===== src/rtl/vxb_pkg.sv =====
package vxb_pkg;
   typedef enum logic {
      VXB_STORE = 1'b0,
      VXB_PASS  = 1'b1
   } vxb_mode_e;

   // write controls for the stage array
   typedef struct packed {
      logic push_chain;  // shift every stage, new word into stage 0
      logic push_head;   // write stage 0 only (bypass)
   } vxb_wr_s;
endpackage


===== src/rtl/vxb_ctrl.sv =====
module vxb_ctrl
   import vxb_pkg::*;
#(
   parameter int DEPTH = 4,
   parameter int CNT_W = $clog2(DEPTH + 1),
   parameter int IDX_W = (DEPTH > 1) ? $clog2(DEPTH) : 1
) (
   input  logic             clk,
   input  logic             rst_n,
   input  logic             load_i,
   input  logic             shift_i,
   input  logic             bypass_i,
   input  logic             fill_active_i,
   output vxb_wr_s          wr_o,
   output logic [IDX_W-1:0] rd_idx_o,
   output logic [CNT_W-1:0] held_o,
   output logic             full_o,
   output logic             err_o,
   output logic             pass_vld_o,
   output logic             store_vld_o
);
   localparam logic [CNT_W-1:0] CNT_FULL = CNT_W'(DEPTH);
   localparam logic [CNT_W-1:0] CNT_ONE  = CNT_W'(1);

   logic [CNT_W-1:0] cnt_q;
   logic             err_q;
   logic             pass_q;
   vxb_mode_e        mode;
   logic             empty, full, push_v, push_b, pop, reject;

   assign empty  = (cnt_q == '0);
   assign full   = (cnt_q == CNT_FULL);
   // bypass only counts when nothing is parked
   assign mode   = (empty && bypass_i) ? VXB_PASS : VXB_STORE;
   assign push_v = load_i && (mode == VXB_STORE) && !full;
   assign push_b = load_i && (mode == VXB_PASS);
   assign reject = load_i && (mode == VXB_STORE) && full;
   assign pop    = shift_i && !empty && !fill_active_i && !load_i;

   always_ff @(posedge clk or negedge rst_n) begin
      if (!rst_n) begin
         cnt_q  <= '0;
         err_q  <= 1'b0;
         pass_q <= 1'b0;
      end else begin
         if (push_v)
            cnt_q <= cnt_q + CNT_ONE;
         else if (pop)
            cnt_q <= cnt_q - CNT_ONE;
         err_q  <= reject;
         pass_q <= push_b;
      end
   end

   assign wr_o.push_chain = push_v;
   assign wr_o.push_head  = push_b;
   assign rd_idx_o    = empty ? '0 : IDX_W'(cnt_q - CNT_ONE);
   assign held_o      = cnt_q;
   assign full_o      = full;
   assign err_o       = err_q;
   assign pass_vld_o  = pass_q;
   assign store_vld_o = !empty && !fill_active_i;
endmodule


===== src/rtl/vxb_stage_array.sv =====
module vxb_stage_array
   import vxb_pkg::*;
#(
   parameter int DATA_W = 128,
   parameter int DEPTH  = 4,
   parameter int IDX_W  = (DEPTH > 1) ? $clog2(DEPTH) : 1
) (
   input  logic              clk,
   input  vxb_wr_s           wr_i,
   input  logic [DATA_W-1:0] din_i,
   input  logic [IDX_W-1:0]  rd_idx_i,
   output logic [DATA_W-1:0] head_o,
   output logic [DATA_W-1:0] word_o
);
   logic [DEPTH-1:0][DATA_W-1:0] stg;

   for (genvar k = 0; k < DEPTH; k++) begin : g_stg
      logic [DATA_W-1:0] q;
      if (k == 0) begin : g_head
         always_ff @(posedge clk)
            if (wr_i.push_chain || wr_i.push_head)
               q <= din_i;
      end else begin : g_tail
         always_ff @(posedge clk)
            if (wr_i.push_chain)
               q <= stg[k-1];
      end
      assign stg[k] = q;
   end

   assign head_o = stg[0];
   assign word_o = stg[rd_idx_i];
endmodule


===== src/rtl/vxb_fill_path.sv =====
module vxb_fill_path #(
   parameter int DATA_W = 128
) (
   input  logic              clk,
   input  logic              rst_n,
   input  logic              fill_active_i,
   input  logic [DATA_W-1:0] fill_data_i,
   output logic [DATA_W-1:0] fill_data_o
);
   logic [DATA_W-1:0] rx_q;

   always_ff @(posedge clk or negedge rst_n) begin
      if (!rst_n)
         rx_q <= '0;
      else if (fill_active_i)
         rx_q <= fill_data_i;
   end

   assign fill_data_o = rx_q;
endmodule


===== src/rtl/victim_xchg_buf.sv =====
module victim_xchg_buf
   import vxb_pkg::*;
#(
   parameter int DATA_W = 128,
   parameter int DEPTH  = 4
) (
   input  logic                       clk,
   input  logic                       rst_n,
   input  logic [DATA_W-1:0]          cache_data_i,
   input  logic                       load_i,
   input  logic                       shift_i,
   input  logic                       bypass_i,
   input  logic                       fill_active_i,
   input  logic [DATA_W-1:0]          fill_data_i,
   output logic [DATA_W-1:0]          fill_data_o,
   output logic [DATA_W-1:0]          bus_data_o,
   output logic                       bus_valid_o,
   output logic [$clog2(DEPTH+1)-1:0] held_o,
   output logic                       full_o,
   output logic                       err_o
);
   localparam int CNT_W = $clog2(DEPTH + 1);
   localparam int IDX_W = (DEPTH > 1) ? $clog2(DEPTH) : 1;

   if (DEPTH < 2) begin : g_bad_depth
      $error("victim_xchg_buf: DEPTH must be at least 2");
   end
   if (DATA_W < 1) begin : g_bad_width
      $error("victim_xchg_buf: DATA_W must be positive");
   end

   vxb_wr_s           wr;
   logic [IDX_W-1:0]  rd_idx;
   logic [DATA_W-1:0] head, word;
   logic              pass_vld, store_vld;

   vxb_ctrl #(.DEPTH(DEPTH), .CNT_W(CNT_W), .IDX_W(IDX_W)) u_ctrl (
      .clk           (clk),
      .rst_n         (rst_n),
      .load_i        (load_i),
      .shift_i       (shift_i),
      .bypass_i      (bypass_i),
      .fill_active_i (fill_active_i),
      .wr_o          (wr),
      .rd_idx_o      (rd_idx),
      .held_o        (held_o),
      .full_o        (full_o),
      .err_o         (err_o),
      .pass_vld_o    (pass_vld),
      .store_vld_o   (store_vld)
   );

   vxb_stage_array #(.DATA_W(DATA_W), .DEPTH(DEPTH), .IDX_W(IDX_W)) u_stages (
      .clk      (clk),
      .wr_i     (wr),
      .din_i    (cache_data_i),
      .rd_idx_i (rd_idx),
      .head_o   (head),
      .word_o   (word)
   );

   vxb_fill_path #(.DATA_W(DATA_W)) u_fill (
      .clk           (clk),
      .rst_n         (rst_n),
      .fill_active_i (fill_active_i),
      .fill_data_i   (fill_data_i),
      .fill_data_o   (fill_data_o)
   );

   assign bus_data_o  = pass_vld ? head : ((held_o != '0) ? word : '0);
   assign bus_valid_o = pass_vld || store_vld;
endmodule


===== config.mk =====
export PLATFORM = sky130hd
export DESIGN_NAME = victim_xchg_buf
export DESIGN_NICKNAME = d
export VERILOG_FILES = /design/src/rtl/vxb_pkg.sv /design/src/rtl/vxb_ctrl.sv /design/src/rtl/vxb_stage_array.sv /design/src/rtl/vxb_fill_path.sv /design/src/rtl/victim_xchg_buf.sv
export SDC_FILE = /design/constraint.sdc
export NUM_CORES = 1
export LEC_CHECK = 0
export BUFFER_PORTS_ARGS = -buffer_cell sky130_fd_sc_hd__buf_2
export CAP_MARGIN = 40
export CORE_AREA = 2 2 169 337
export CTS_CLUSTER_SIZE = 16
export DETAILED_ROUTE_END_ITERATION = 7
export DIE_AREA = 0 0 171 339
export PLACE_DENSITY = 0.69
export SYNTH_ARGS = -nofsm -noshare
export SYNTH_HDL_FRONTEND = slang
export SYNTH_SLANG_ARGS = --single-unit
export TNS_END_PERCENT = 10

===== constraint.sdc =====
create_clock -name clk -period 24.6 [get_ports clk]
set_input_delay 1.23 -clock clk [delete_from_list [all_inputs] [get_ports clk]]
set_output_delay 1.23 -clock clk [all_outputs]
set_load 0.1 [all_outputs]

==> summary.md <==
| Metric | Value |
|---|---|
| Skew-Pair Late Insertion Delay | `0.60 ns` |
| FMAX | `between 0.15 and 0.2 GHz` |
| Core footprint | `55300 um^2` |
| Share of the yosys chip area belonging to registers | `between 70% and 80%` |
| Chip Width | `171 um` |
| Yosys reg bits | `645` |
| Clock Skew | `0.0176 ns` |
| WHS Path Cells | `0` |
| DRC | `0` |
| Clock transition at path regs | `0.07 ns` |
| Required @ worst endpoint | `23.37 ns` |
| Wirelength per Cell | `22.5 um` |
| Initial DRC count | `roughly 1000` |
| Min Hold Slack | `0.441 ns` |
| Top cell type's share of synthesized area | `59.5%` |
| H-tree levels | `2` |
| Syn Nets | `1670` |
| TritonRoute pass-1 iters | `5` |
| Synthesized cell area | `25800 um^2` |
| HP Class | `flop to flop` |
| Gr usage total | `20.8%` |
| Die H | `339 um` |
| First-pass GRT wire length | `92200 um` |
| Pins Over Slew Limit | `0` |
| Yosys top cell by area | `edfxtp_1` |
| Post-CTS setup buffers | `0` |
| Count of input and output buffers | `523` |
| Layout area overhead | `20.6%` |
| R2R depth | `10` |
| Synth cell types | `33` |
| Post-route setup slack | `19.18 ns` |
| Worst-margin pin slew | `1.16 ns` |
| Reg-to-reg startpoint | `u_ctrl.held_o[0]` |
| Hold_sp | `u_stages.g_stg[2].q[7]` |
| Outcome | `finished clean` |
| Vias per cell | `5.34` |
| Ys Warns | `0` |
| I/O pin cnt | `between 500 and 600` |
| FF-to-FF End | `u_stages.g_stg[3].q[99]` |
| CP Data Arrival Time | `4.19 ns` |
| Place WS | `19.80 ns` |
| Max cap viols | `0` |
| Final Hold Vio Count | `0` |
| Worst Hold Endpoint | `u_stages.g_stg[3].q[7]` |
| Post_cts resized | `0` |
| Total gr overflow | `0` |
| Worst-path fanout max | `45` |
| RSZ-0062 raised after global routing | `false` |
| CP peak stage delay | `~0.79 ns` |
| Final HPWL DP | `41400 um` |
| Finish-stage setup viols | `0` |
| CP Launch Type | `flop` |
| Clock buffer count from CTS | `55` |
| Critical Path End Type | `output port` |
| Clk root buf | `clkbuf_16` |
| Relative slew slack | `22.7%` |
| Clock Tree Buf Depth | `3` |
| WS Path Type | `flop to output port` |
| Layout cells sized above 1 | `45.4%` |
| Die area | `58000 um^2` |
| Most frequent cells in the layout | `521 x buf_2, 512 x edfxtp_1, 256 x mux2i_1` |
| Crit path max-delay cell type | `buf_4` |
| Final setup TNS | `0 ns` |
| Min Tclk post-route | `5.42 ns` |
| Initial antenna violation count | `19` |
| Initial Util | `a little under half` |
| CTS tree | `done` |
| Post-CTS Hold Buffers | `0` |
| Fillers | `4391` |
| Mapped Avg Cell Area | `roughly 18 um^2` |
| Via count | `14600` |
| Final Wtd Congestion | `0.849` |
| Post-DRT Antenna Nets | `0` |
| Number of global-route vias before repair | `15600` |
| Final WL | `61200 um` |
| Final nets | `2193` |
| R2R Setup Slk | `20.41 ns` |
| Commonest non-fill, non-tap cell in the layout | `buf_2` |
| Sink Count | `645` |
| Period Utilization, post-route | `roughly 22%` |
| Top cells by area, synth | `edfxtp_1 59%, dfrtp_1 13%, mux2i_1 9.9%` |
| Mapped Cells | `1404` |
| Number of cell rows | `122` |
| Largest net degree at the start of global routing | `149` |
| Crit-path cells | `inv_1 -> ha_1 -> nor2b_1 -> or4_4 -> buf_4 -> o221ai_2 -> buf_2` |
## registers in the layout (all words and copies together), names as in the netlist
| signal | cells |
|---|---|
| u_stages.g_stg.q | 384 |
| u_fill.fill_data_o | 128 |
| u_stages.head_o | 128 |
| u_ctrl.held_o | 3 |
| u_ctrl.err_o | 1 |
| u_ctrl.pass_vld_o | 1 |
## per-layer routing
metal	global-route usage, %	routed length [um]	share of wire (%)	vias up
met5	0	158	0.26	-
met4	8.56	2160	3.5	24
met3	5.91	4780	7.8	128
met2	35.5	31000	51	543
met1	24.3	23100	38	7262
li1	-	-	-	6596
## area by class of cell
cell class,instances,area [um^2],share of cell area (%)
inverter,5,18.8,0.0602
multi-input combinational,668,6600,21.2
clock buffer,68,1490,4.77
clock inverter,33,323,1.04
sequential,645,18700,60.0
timing repair buffer,552,3090,9.92
antenna,8,20.0,0.0642
tap,744,931,2.99
## cells in the mapped netlist (all sizes together)
cell,number
buf,64
xnor2,1
clkbuf,22
o211ai,1
o31ai,1
or4,2
o221ai,128
o21ai,1
nor3,2
nor2b,1
or3b,1
inv,5
and3,1
dfrtp,133
or2,1
nand2,129
a21bo,1
nor2,4
o32a,1
a221oi,1
mux2i,256
o21bai,1
ha,4
nand2b,1
edfxtp,512
o32ai,1
mux2,128
nor4,1
## critical path: cells and delay by family (launching register included)
family                   cells  cell delay (ns)
buffers and inverters        3             1.28
AND/OR/NAND/NOR              2             1.33
adder cells (fa/ha/maj)      1             0.20
flip-flops                   1             0.43
AO/OA/AOI/OAI                1             0.25
## worst max path at each step
stage | startpoint | end | slack [ns] | cells past startpoint
global route | u_ctrl.held_o[0] | bus_data_o[122] | 18.96 | 7
detailed placement | u_ctrl.held_o[0] | bus_data_o[122] | 19.80 | 7
floorplan | u_ctrl.held_o[0] | u_stages.head_o[0] | 3.11 | 6
CTS | u_ctrl.held_o[0] | bus_data_o[122] | 19.14 | 7
finish | u_ctrl.held_o[0] | bus_data_o[122] | 19.18 | 7
global placement | u_ctrl.held_o[0] | bus_data_o[122] | 19.67 | 9
## metrics by stage
stage / utilization [%] / cells / area (um^2)
after global routing: 56.4 / 2721 / 31200
after CTS: 56.4 / 2715 / 31200
after global placement: 52.5 / 2602 / 29000
after detailed placement: 53.1 / 2614 / 29300
final: 56.4 / 2723 / 31200
after floorplan: - / 1404 / 25800
## kinds of logic (layout without fill, tap and decap cells)
logic type | after synthesis | count (layout) | share of synthesized area (%)
other | 0 | 8 | 0
XOR/XNOR | 1 | 1 | 0.0339
adder cells (fa/ha/maj) | 4 | 4 | 0.194
multiplexers | 384 | 384 | 15.5
flip-flops | 645 | 645 | 72.4
buffers and inverters | 91 | 658 | 2.21
AO/OA/AOI/OAI | 136 | 136 | 7.49
AND/OR/NAND/NOR | 143 | 143 | 2.20
Power is left out: the tool's default activity adds up to more than one toggle a clock period on the data nets, which glitch-free logic cannot reach.
